===== config.mk =====
export PLATFORM = sky130hd
export DESIGN_NAME = pgate_seq_top
export DESIGN_NICKNAME = d
export VERILOG_FILES = /design/src/rtl/pgate_pkg.sv /design/src/rtl/pgate_ack_timer.sv /design/src/rtl/pgate_fsm.sv /design/src/rtl/pgate_retain.sv /design/src/rtl/pgate_iso_clamp.sv /design/src/rtl/pgate_seq_top.sv
export SDC_FILE = /design/constraint.sdc
export NUM_CORES = 1
export LEC_CHECK = 0
export ABC_AREA = 1
export BUFFER_PORTS_ARGS = -buffer_cell sky130_fd_sc_hd__buf_2
export CORE_MARGIN = 2
export CORE_UTILIZATION = 38
export DETAILED_ROUTE_END_ITERATION = 8
export MAX_ROUTING_LAYER = met4
export PLACE_DENSITY = 0.6
export SLEW_MARGIN = 10
export SYNTH_ARGS = -nofsm -noshare
export SYNTH_HDL_FRONTEND = slang
export SYNTH_HIERARCHICAL = 1
export SYNTH_SLANG_ARGS = --single-unit
export TNS_END_PERCENT = 30

===== constraint.sdc =====
create_clock -name clk -period 1.98 [get_ports clk]
set_clock_uncertainty 0.1 [all_clocks]
set_input_delay 0.396 -clock clk [delete_from_list [all_inputs] [get_ports clk]]
set_output_delay 0.396 -clock clk [all_outputs]
set_load 0.005 [all_outputs]

===== src/rtl/pgate_pkg.sv =====
package pgate_pkg;

    typedef enum logic [2:0] {
        ST_ON      = 3'd0,
        ST_SAVE    = 3'd1,
        ST_ISO     = 3'd2,
        ST_SW_OFF  = 3'd3,
        ST_OFF     = 3'd4,
        ST_PWR_UP  = 3'd5,
        ST_RESTORE = 3'd6
    } pg_state_e;

    typedef enum logic [1:0] {
        PS_ON    = 2'b00,
        PS_OFF   = 2'b01,
        PS_TRANS = 2'b10
    } pg_stat_e;

    typedef struct packed {
        logic ret;
        logic iso;
        logic sw;
    } pg_ctl_t;

endpackage


===== src/rtl/pgate_ack_timer.sv =====
module pgate_ack_timer #(
    parameter int TIMEOUT = 64
) (
    input  logic clk,
    input  logic rst_n,
    input  logic run,
    input  logic ack,
    output logic expired
);
    localparam int CW = $clog2(TIMEOUT + 1);
    localparam logic [CW-1:0] LAST = CW'(TIMEOUT - 1);

    logic [CW-1:0] cnt_q;

    always_ff @(posedge clk or negedge rst_n) begin
        if (!rst_n) begin
            cnt_q <= '0;
        end else if (!run) begin
            cnt_q <= '0;
        end else if (cnt_q != LAST) begin
            cnt_q <= cnt_q + 1'b1;
        end
    end

    assign expired = run && !ack && (cnt_q == LAST);

    // the counter never passes the limit while waiting
    p_cnt_bound_r4: assert property (@(posedge clk) disable iff (!rst_n)
        run && $past(run) |-> cnt_q <= LAST);
endmodule


===== src/rtl/pgate_fsm.sv =====
module pgate_fsm
    import pgate_pkg::*;
#(
    parameter int TIMEOUT = 64
) (
    input  logic     clk,
    input  logic     rst_n,
    input  logic     sleep_req,
    input  logic     wake_req,
    input  logic     dom_ack,
    output pg_ctl_t  ctl,
    output pg_stat_e stat,
    output logic     err
);
    pg_state_e state_q, state_d;
    logic      wake_pend_q;
    logic      err_q;
    logic      waiting;
    logic      expired;

    assign waiting = (state_q == ST_SW_OFF) || (state_q == ST_PWR_UP);

    pgate_ack_timer #(.TIMEOUT(TIMEOUT)) u_timer (
        .clk     (clk),
        .rst_n   (rst_n),
        .run     (waiting),
        .ack     (dom_ack),
        .expired (expired)
    );

    always_comb begin
        state_d = state_q;
        unique case (state_q)
            ST_ON:      if (sleep_req) state_d = ST_SAVE;
            ST_SAVE:    state_d = ST_ISO;
            ST_ISO:     state_d = ST_SW_OFF;
            ST_SW_OFF:  if (dom_ack || expired) state_d = ST_OFF;
            ST_OFF:     if (wake_req || wake_pend_q) state_d = ST_PWR_UP;
            ST_PWR_UP:  if (dom_ack || expired) state_d = ST_RESTORE;
            ST_RESTORE: state_d = ST_ON;
            default:    state_d = ST_ON;
        endcase
    end

    always_ff @(posedge clk or negedge rst_n) begin
        if (!rst_n) begin
            state_q     <= ST_ON;
            wake_pend_q <= 1'b0;
            err_q       <= 1'b0;
        end else begin
            state_q <= state_d;
            if (expired) begin
                err_q <= 1'b1;
            end
            if (state_q == ST_OFF) begin
                wake_pend_q <= 1'b0;
            end else if (wake_req && (state_q == ST_SAVE || state_q == ST_ISO ||
                                      state_q == ST_SW_OFF)) begin
                wake_pend_q <= 1'b1;
            end
        end
    end

    always_comb begin
        ctl  = '0;
        stat = PS_TRANS;
        unique case (state_q)
            ST_ON:      stat = PS_ON;
            ST_SAVE:    ctl  = '{ret: 1'b1, iso: 1'b0, sw: 1'b0};
            ST_ISO:     ctl  = '{ret: 1'b1, iso: 1'b1, sw: 1'b0};
            ST_SW_OFF:  ctl  = '{ret: 1'b1, iso: 1'b1, sw: 1'b1};
            ST_OFF: begin
                ctl  = '{ret: 1'b1, iso: 1'b1, sw: 1'b1};
                stat = PS_OFF;
            end
            ST_PWR_UP:  ctl  = '{ret: 1'b1, iso: 1'b1, sw: 1'b0};
            ST_RESTORE: ctl  = '{ret: 1'b0, iso: 1'b1, sw: 1'b0};
            default:    ctl  = '0;
        endcase
    end

    assign err = err_q;

    // the switch is only ever closed with retention and isolation both held
    p_sw_needs_both_r2: assert property (@(posedge clk) disable iff (!rst_n)
        ctl.sw |-> ctl.ret && ctl.iso);
    // isolation rises only after retention was already high
    p_iso_after_ret_r2: assert property (@(posedge clk) disable iff (!rst_n)
        $rose(ctl.iso) |-> $past(ctl.ret));
    // the switch rises only after isolation was already high
    p_sw_after_iso_r2: assert property (@(posedge clk) disable iff (!rst_n)
        $rose(ctl.sw) |-> $past(ctl.iso));
    // restore happens with the switch open and isolation still on
    p_restore_order_r5: assert property (@(posedge clk) disable iff (!rst_n)
        $fell(ctl.ret) |-> ctl.iso && !ctl.sw && !$past(ctl.sw));
    // isolation is the last line to be released
    p_uniso_last_r5: assert property (@(posedge clk) disable iff (!rst_n)
        $fell(ctl.iso) |-> !ctl.ret && !$past(ctl.ret));
    // the error is sticky
    p_err_sticky_r4: assert property (@(posedge clk) disable iff (!rst_n)
        err |=> err);
    // the error only rises out of an acknowledge wait
    p_err_from_wait_r4: assert property (@(posedge clk) disable iff (!rst_n)
        $rose(err) |-> $past(waiting));
    // OFF status always comes with all three lines high
    p_off_lines_r3: assert property (@(posedge clk) disable iff (!rst_n)
        stat == PS_OFF |-> ctl.ret && ctl.iso && ctl.sw);
endmodule


===== src/rtl/pgate_retain.sv =====
module pgate_retain #(
    parameter int W = 16
) (
    input  logic         clk,
    input  logic         rst_n,
    input  logic         ret,
    input  logic         iso,
    input  logic         sw,
    input  logic         load,
    input  logic [W-1:0] din,
    output logic [W-1:0] live
);
    logic [W-1:0] live_q;
    logic [W-1:0] shadow_q;
    logic         ret_d;
    logic         save_ev;
    logic         restore_ev;

    assign save_ev    = ret && !ret_d;
    assign restore_ev = !ret && ret_d;

    always_ff @(posedge clk or negedge rst_n) begin
        if (!rst_n) begin
            ret_d    <= 1'b0;
            shadow_q <= '0;
        end else begin
            ret_d <= ret;
            if (save_ev) begin
                shadow_q <= live_q;
            end
        end
    end

    always_ff @(posedge clk or negedge rst_n) begin
        if (!rst_n) begin
            live_q <= '0;
        end else if (sw) begin
            live_q <= '0;
        end else if (restore_ev) begin
            live_q <= shadow_q;
        end else if (load && !ret && !iso) begin
            live_q <= din;
        end
    end

    assign live = live_q;

    // the live register does not change while isolation is high unless restoring
    p_no_load_iso_r9: assert property (@(posedge clk) disable iff (!rst_n)
        $past(iso) && !$past(sw) && !$past(restore_ev) |-> $stable(live_q));
endmodule


===== src/rtl/pgate_iso_clamp.sv =====
module pgate_iso_clamp #(
    parameter int         W          = 16,
    parameter logic [W-1:0] CLAMP_MASK = '0
) (
    input  logic         iso,
    input  logic [W-1:0] din,
    output logic [W-1:0] dout
);
    for (genvar i = 0; i < W; i++) begin : g_bit
        assign dout[i] = iso ? CLAMP_MASK[i] : din[i];
    end
endmodule


===== src/rtl/pgate_seq_top.sv =====
module pgate_seq_top
    import pgate_pkg::*;
#(
    parameter int           W          = 16,
    parameter int           TIMEOUT    = 64,
    parameter logic [W-1:0] CLAMP_MASK = '0
) (
    input  logic         clk,
    input  logic         rst_n,
    input  logic         sleep_req,
    input  logic         wake_req,
    input  logic         dom_ack,
    input  logic         dom_load,
    input  logic [W-1:0] dom_din,
    output logic         ret_save,
    output logic         iso_en,
    output logic         sw_off,
    output logic [1:0]   pwr_stat,
    output logic         ack_timeout,
    output logic [W-1:0] dom_q
);
    pg_ctl_t      ctl;
    pg_stat_e     stat;
    logic [W-1:0] live;

    pgate_fsm #(.TIMEOUT(TIMEOUT)) u_fsm (
        .clk       (clk),
        .rst_n     (rst_n),
        .sleep_req (sleep_req),
        .wake_req  (wake_req),
        .dom_ack   (dom_ack),
        .ctl       (ctl),
        .stat      (stat),
        .err       (ack_timeout)
    );

    pgate_retain #(.W(W)) u_retain (
        .clk   (clk),
        .rst_n (rst_n),
        .ret   (ctl.ret),
        .iso   (ctl.iso),
        .sw    (ctl.sw),
        .load  (dom_load),
        .din   (dom_din),
        .live  (live)
    );

    pgate_iso_clamp #(.W(W), .CLAMP_MASK(CLAMP_MASK)) u_clamp (
        .iso  (ctl.iso),
        .din  (live),
        .dout (dom_q)
    );

    assign ret_save = ctl.ret;
    assign iso_en   = ctl.iso;
    assign sw_off   = ctl.sw;
    assign pwr_stat = stat;

    // the output is the clamp pattern whenever isolation is on
    p_clamp_hold_r7: assert property (@(posedge clk) disable iff (!rst_n)
        iso_en |-> dom_q == CLAMP_MASK);
endmodule


==> flow_summary.ini <==
[finish]
drive_above_1_share = 0.332
instances_no_fill = 472
layout_commonest_cell = nand2_1
area_delta_synth_final_pct = 26.9
antenna_cells_inserted = 0
final_cell_mix = 86 x nand2_1, 58 x nand3_1, 43 x dfrtp_1, 41 x buf_2, 40 x inv_1
nets = 417
register_area_um2 = 1130
multi_input_area_um2 = 1170
post-route-cell-area_um2 = 3220
fillers = 627

[setup_path]
timing.rr.start = u_fsm/state_q[2]
cp.arrival_ps = 1620
crit_top_cell = inv_4
crit_slowest_cell = dfrtp_1
cp-start-kind = flip-flop
end_kind = output pin
cp_top_family = buffers and inverters
crit_path_cell_trace = inv_4 -> nand3_4 -> inv_4 -> nor2_4 -> nand3b_1 -> buf_6 -> buf_8 -> nor2_1 -> buf_2
crit_fanout = 6
crit_type = reg2out
reg2reg_depth = 11
r2r-end = u_retain/live[7]
cp_data_required_time_ps = 1480
path_buf_inv = 5
path_depth = 9
max_stage_delay_ps = 390
rrSetupSlack_ps = 50

[route]
met1_length_mm = 2.93
num_vias = 2253
detail_route.iter0.violations = 139
first_pass_iters = 7
ant_nets = 0
drcViolationCount = 5
routed_via_density = 4.77
wl_met3_um = 353
maxUsedRoutingLayer = met4
met2WireLength_mm = 2.81
wirelength_mm = 6.16
wl_per_cell_um = 13.1

[power_and_ir_drop]
p_sw_mw = 2.61
ir_drop_mv = 0.820
sw_frac_of_total = 0.451
p_clk_frac = 0.126
total_power_mw = 5.79
seqPwrFrac = 0.268
power_density_nw_per_um2 = 1790
pwr-share-comb = 0.607
total_leakage_power_nw = 1.73
power.internal_mw = 3.18

[logic_synthesis]
yosysUniqueCellTypes = 29
ys_seq_area_frac = 0.443
synth-edff-count = 0
ys_seq_elements = 45
synth_area_leaders = dfrtp_1 44%, nand2_1 13%, nand3_1 12%
yosys_warnings = 6
synth_nets = 349
ys.flop_type = dfrtp_1
synthCells = 326
netlist_area_um2 = 2540
synth_top_cell_by_area = dfrtp_1
async_flop_share = 1.00
syn_area_per_cell_um2 = 7.80
synth_top_area_share = 0.443

[timing]
grt_setup_unrepaired = yes
tightest_slew_ps = 530
hold_viol_final = 0
period_minus_slack_ps = 2120
layout_setup_ws_ps = -135
min_period_over_period = 1.07
max_freq_ghz = 0.473
fin_tns_setup_ps = -1440
whs_ps = 264
slew_headroom = 0.646
setup_viol = 16
slew_viol_final = 0

[clock_network]
tritoncts = yes
cts_buffer_depth = 2
cts_root_buf = clkbuf_8
insertion_delay_ps = 300
cts_buffers = 5
clock-sinks = 45
htree_levels = 2
clk_pin_slew_worst_paths_ps = 80

[placement]
placed_area_um2 = 2840
place_inst = 446
place.detailed.hpwl_mm = 4.05
place_congestion = 0.860
io_buffers = 43

[grt]
grt_start_max_net_pins = 46
grt_pass1_vias = 2116
grt_usage = 0.179
grt_overflow = 0
grt_pass1_wl_mm = 10.1
antenna_found_initial = 0

[min_path]
min-delay-start = wake_req
whs_path_depth = 3
hold_path_end = u_fsm/wake_pend_q
hold_path.class = in2reg

[run_status]
violations = DRC, setup timing
status = complete, but fails checks

[floorplanning]
fp.dieArea_um2 = 7360
die_w_um = 85.8
start_util = 0.396
core-area_um2 = 6420
rows = 29
pin_count = 44
die_h_um = 85.8

[run]
max_cap_violations = 0
logic make-up after synthesis:
family | Yosys count | synth area share
AND/OR/NAND/NOR | 191 | 0.350
flip-flops | 45 | 0.443
adder cells (fa/ha/maj) | 1 | 0.00492
buffers and inverters | 63 | 0.126
AO/OA/AOI/OAI | 26 | 0.0763
timing repair:
item	in CTS	in global routing
pin swaps	17	4
resized for setup	11	24
gates cloned	1	0
hold buffers	1	0
endpoints found under the hold margin	45	0
buffers inserted	10	9
setup endpoints to repair	17	51
tightest hold or removal path, stage by stage:
cell and delay, ps:
buf_2 90, nand3_1 70, nand2_1 70
per-layer routing:
layer | track usage | up-vias
met5 | - | -
met4 | 0.0577 | 0
met3 | 0.0404 | 8
met2 | 0.257 | 66
met1 | 0.251 | 1028
li1 | - | 1151
power by group through the flow:
| stage | Clock (mW) | Combinational [mW] | Sequential (mW) |
|---|---|---|---|
| 2_1_floorplan | 0 | 2.26 | 1.45 |
| 3_3_place_gp | 0 | 2.84 | 1.53 |
| 3_5_place_dp | 0 | 2.88 | 1.55 |
| 4_1_cts | 0.754 | 3.19 | 1.53 |
| 5_1_grt | 0.787 | 3.91 | 1.59 |
| 6_report | 0.727 | 3.51 | 1.55 |
final cells by class:
type	count	area share
Sequential cell	45	0.350
Multi-Input combinational cell	218	0.362
Inverter	47	0.0586
Clock buffer	7	0.0268
Timing Repair Buffer	77	0.164
Tap cell	77	0.0299
Clock inverter	1	0.00931
stage by stage:
step | utilization | setup WS [ps]
global placement | 0.442 | 151
floorplan | - | 156
detailed placement | 0.442 | 59.0
global route | 0.502 | -211
CTS | 0.479 | -138
finish | 0.502 | -135
cells in the mapped netlist (3+ instances only):
cell / count
o21ai_2: 13
inv_2: 5
nor2_2: 6
o21ai_0: 6
nor2_1: 26
buf_6: 8
inv_1: 42
dfrtp_1: 45
o21ai_1: 3
nand2_1: 86
buf_2: 4
nand2_2: 3
nand3_1: 60
how the worst max path moves through the flow:
| stage | from | endpoint |
|---|---|---|
| after floorplan | u_fsm/state_q[1] | u_retain/live[0] |
| after global placement | u_fsm/state_q[1] | u_retain/live[7] |
| after detailed placement | u_fsm/state_q[1] | dom_q[2] |
| after CTS | u_fsm/state_q[1] | dom_q[2] |
| after global routing | u_fsm/state_q[1] | dom_q[15] |
| final | u_fsm/state_q[2] | dom_q[2] |
sequential cells by signal, summed over array words and instances (netlist names):
| signal | count |
|---|---|
| u_retain/ret_d | 1 |
| u_fsm/state_q | 3 |
| u_fsm/u_timer/cnt_q | 7 |
| u_retain/live | 16 |
| u_fsm/err | 1 |
| u_fsm/wake_pend_q | 1 |
| u_retain/shadow_q | 16 |
No activity file was read; power rests on OpenSTA's default activity.
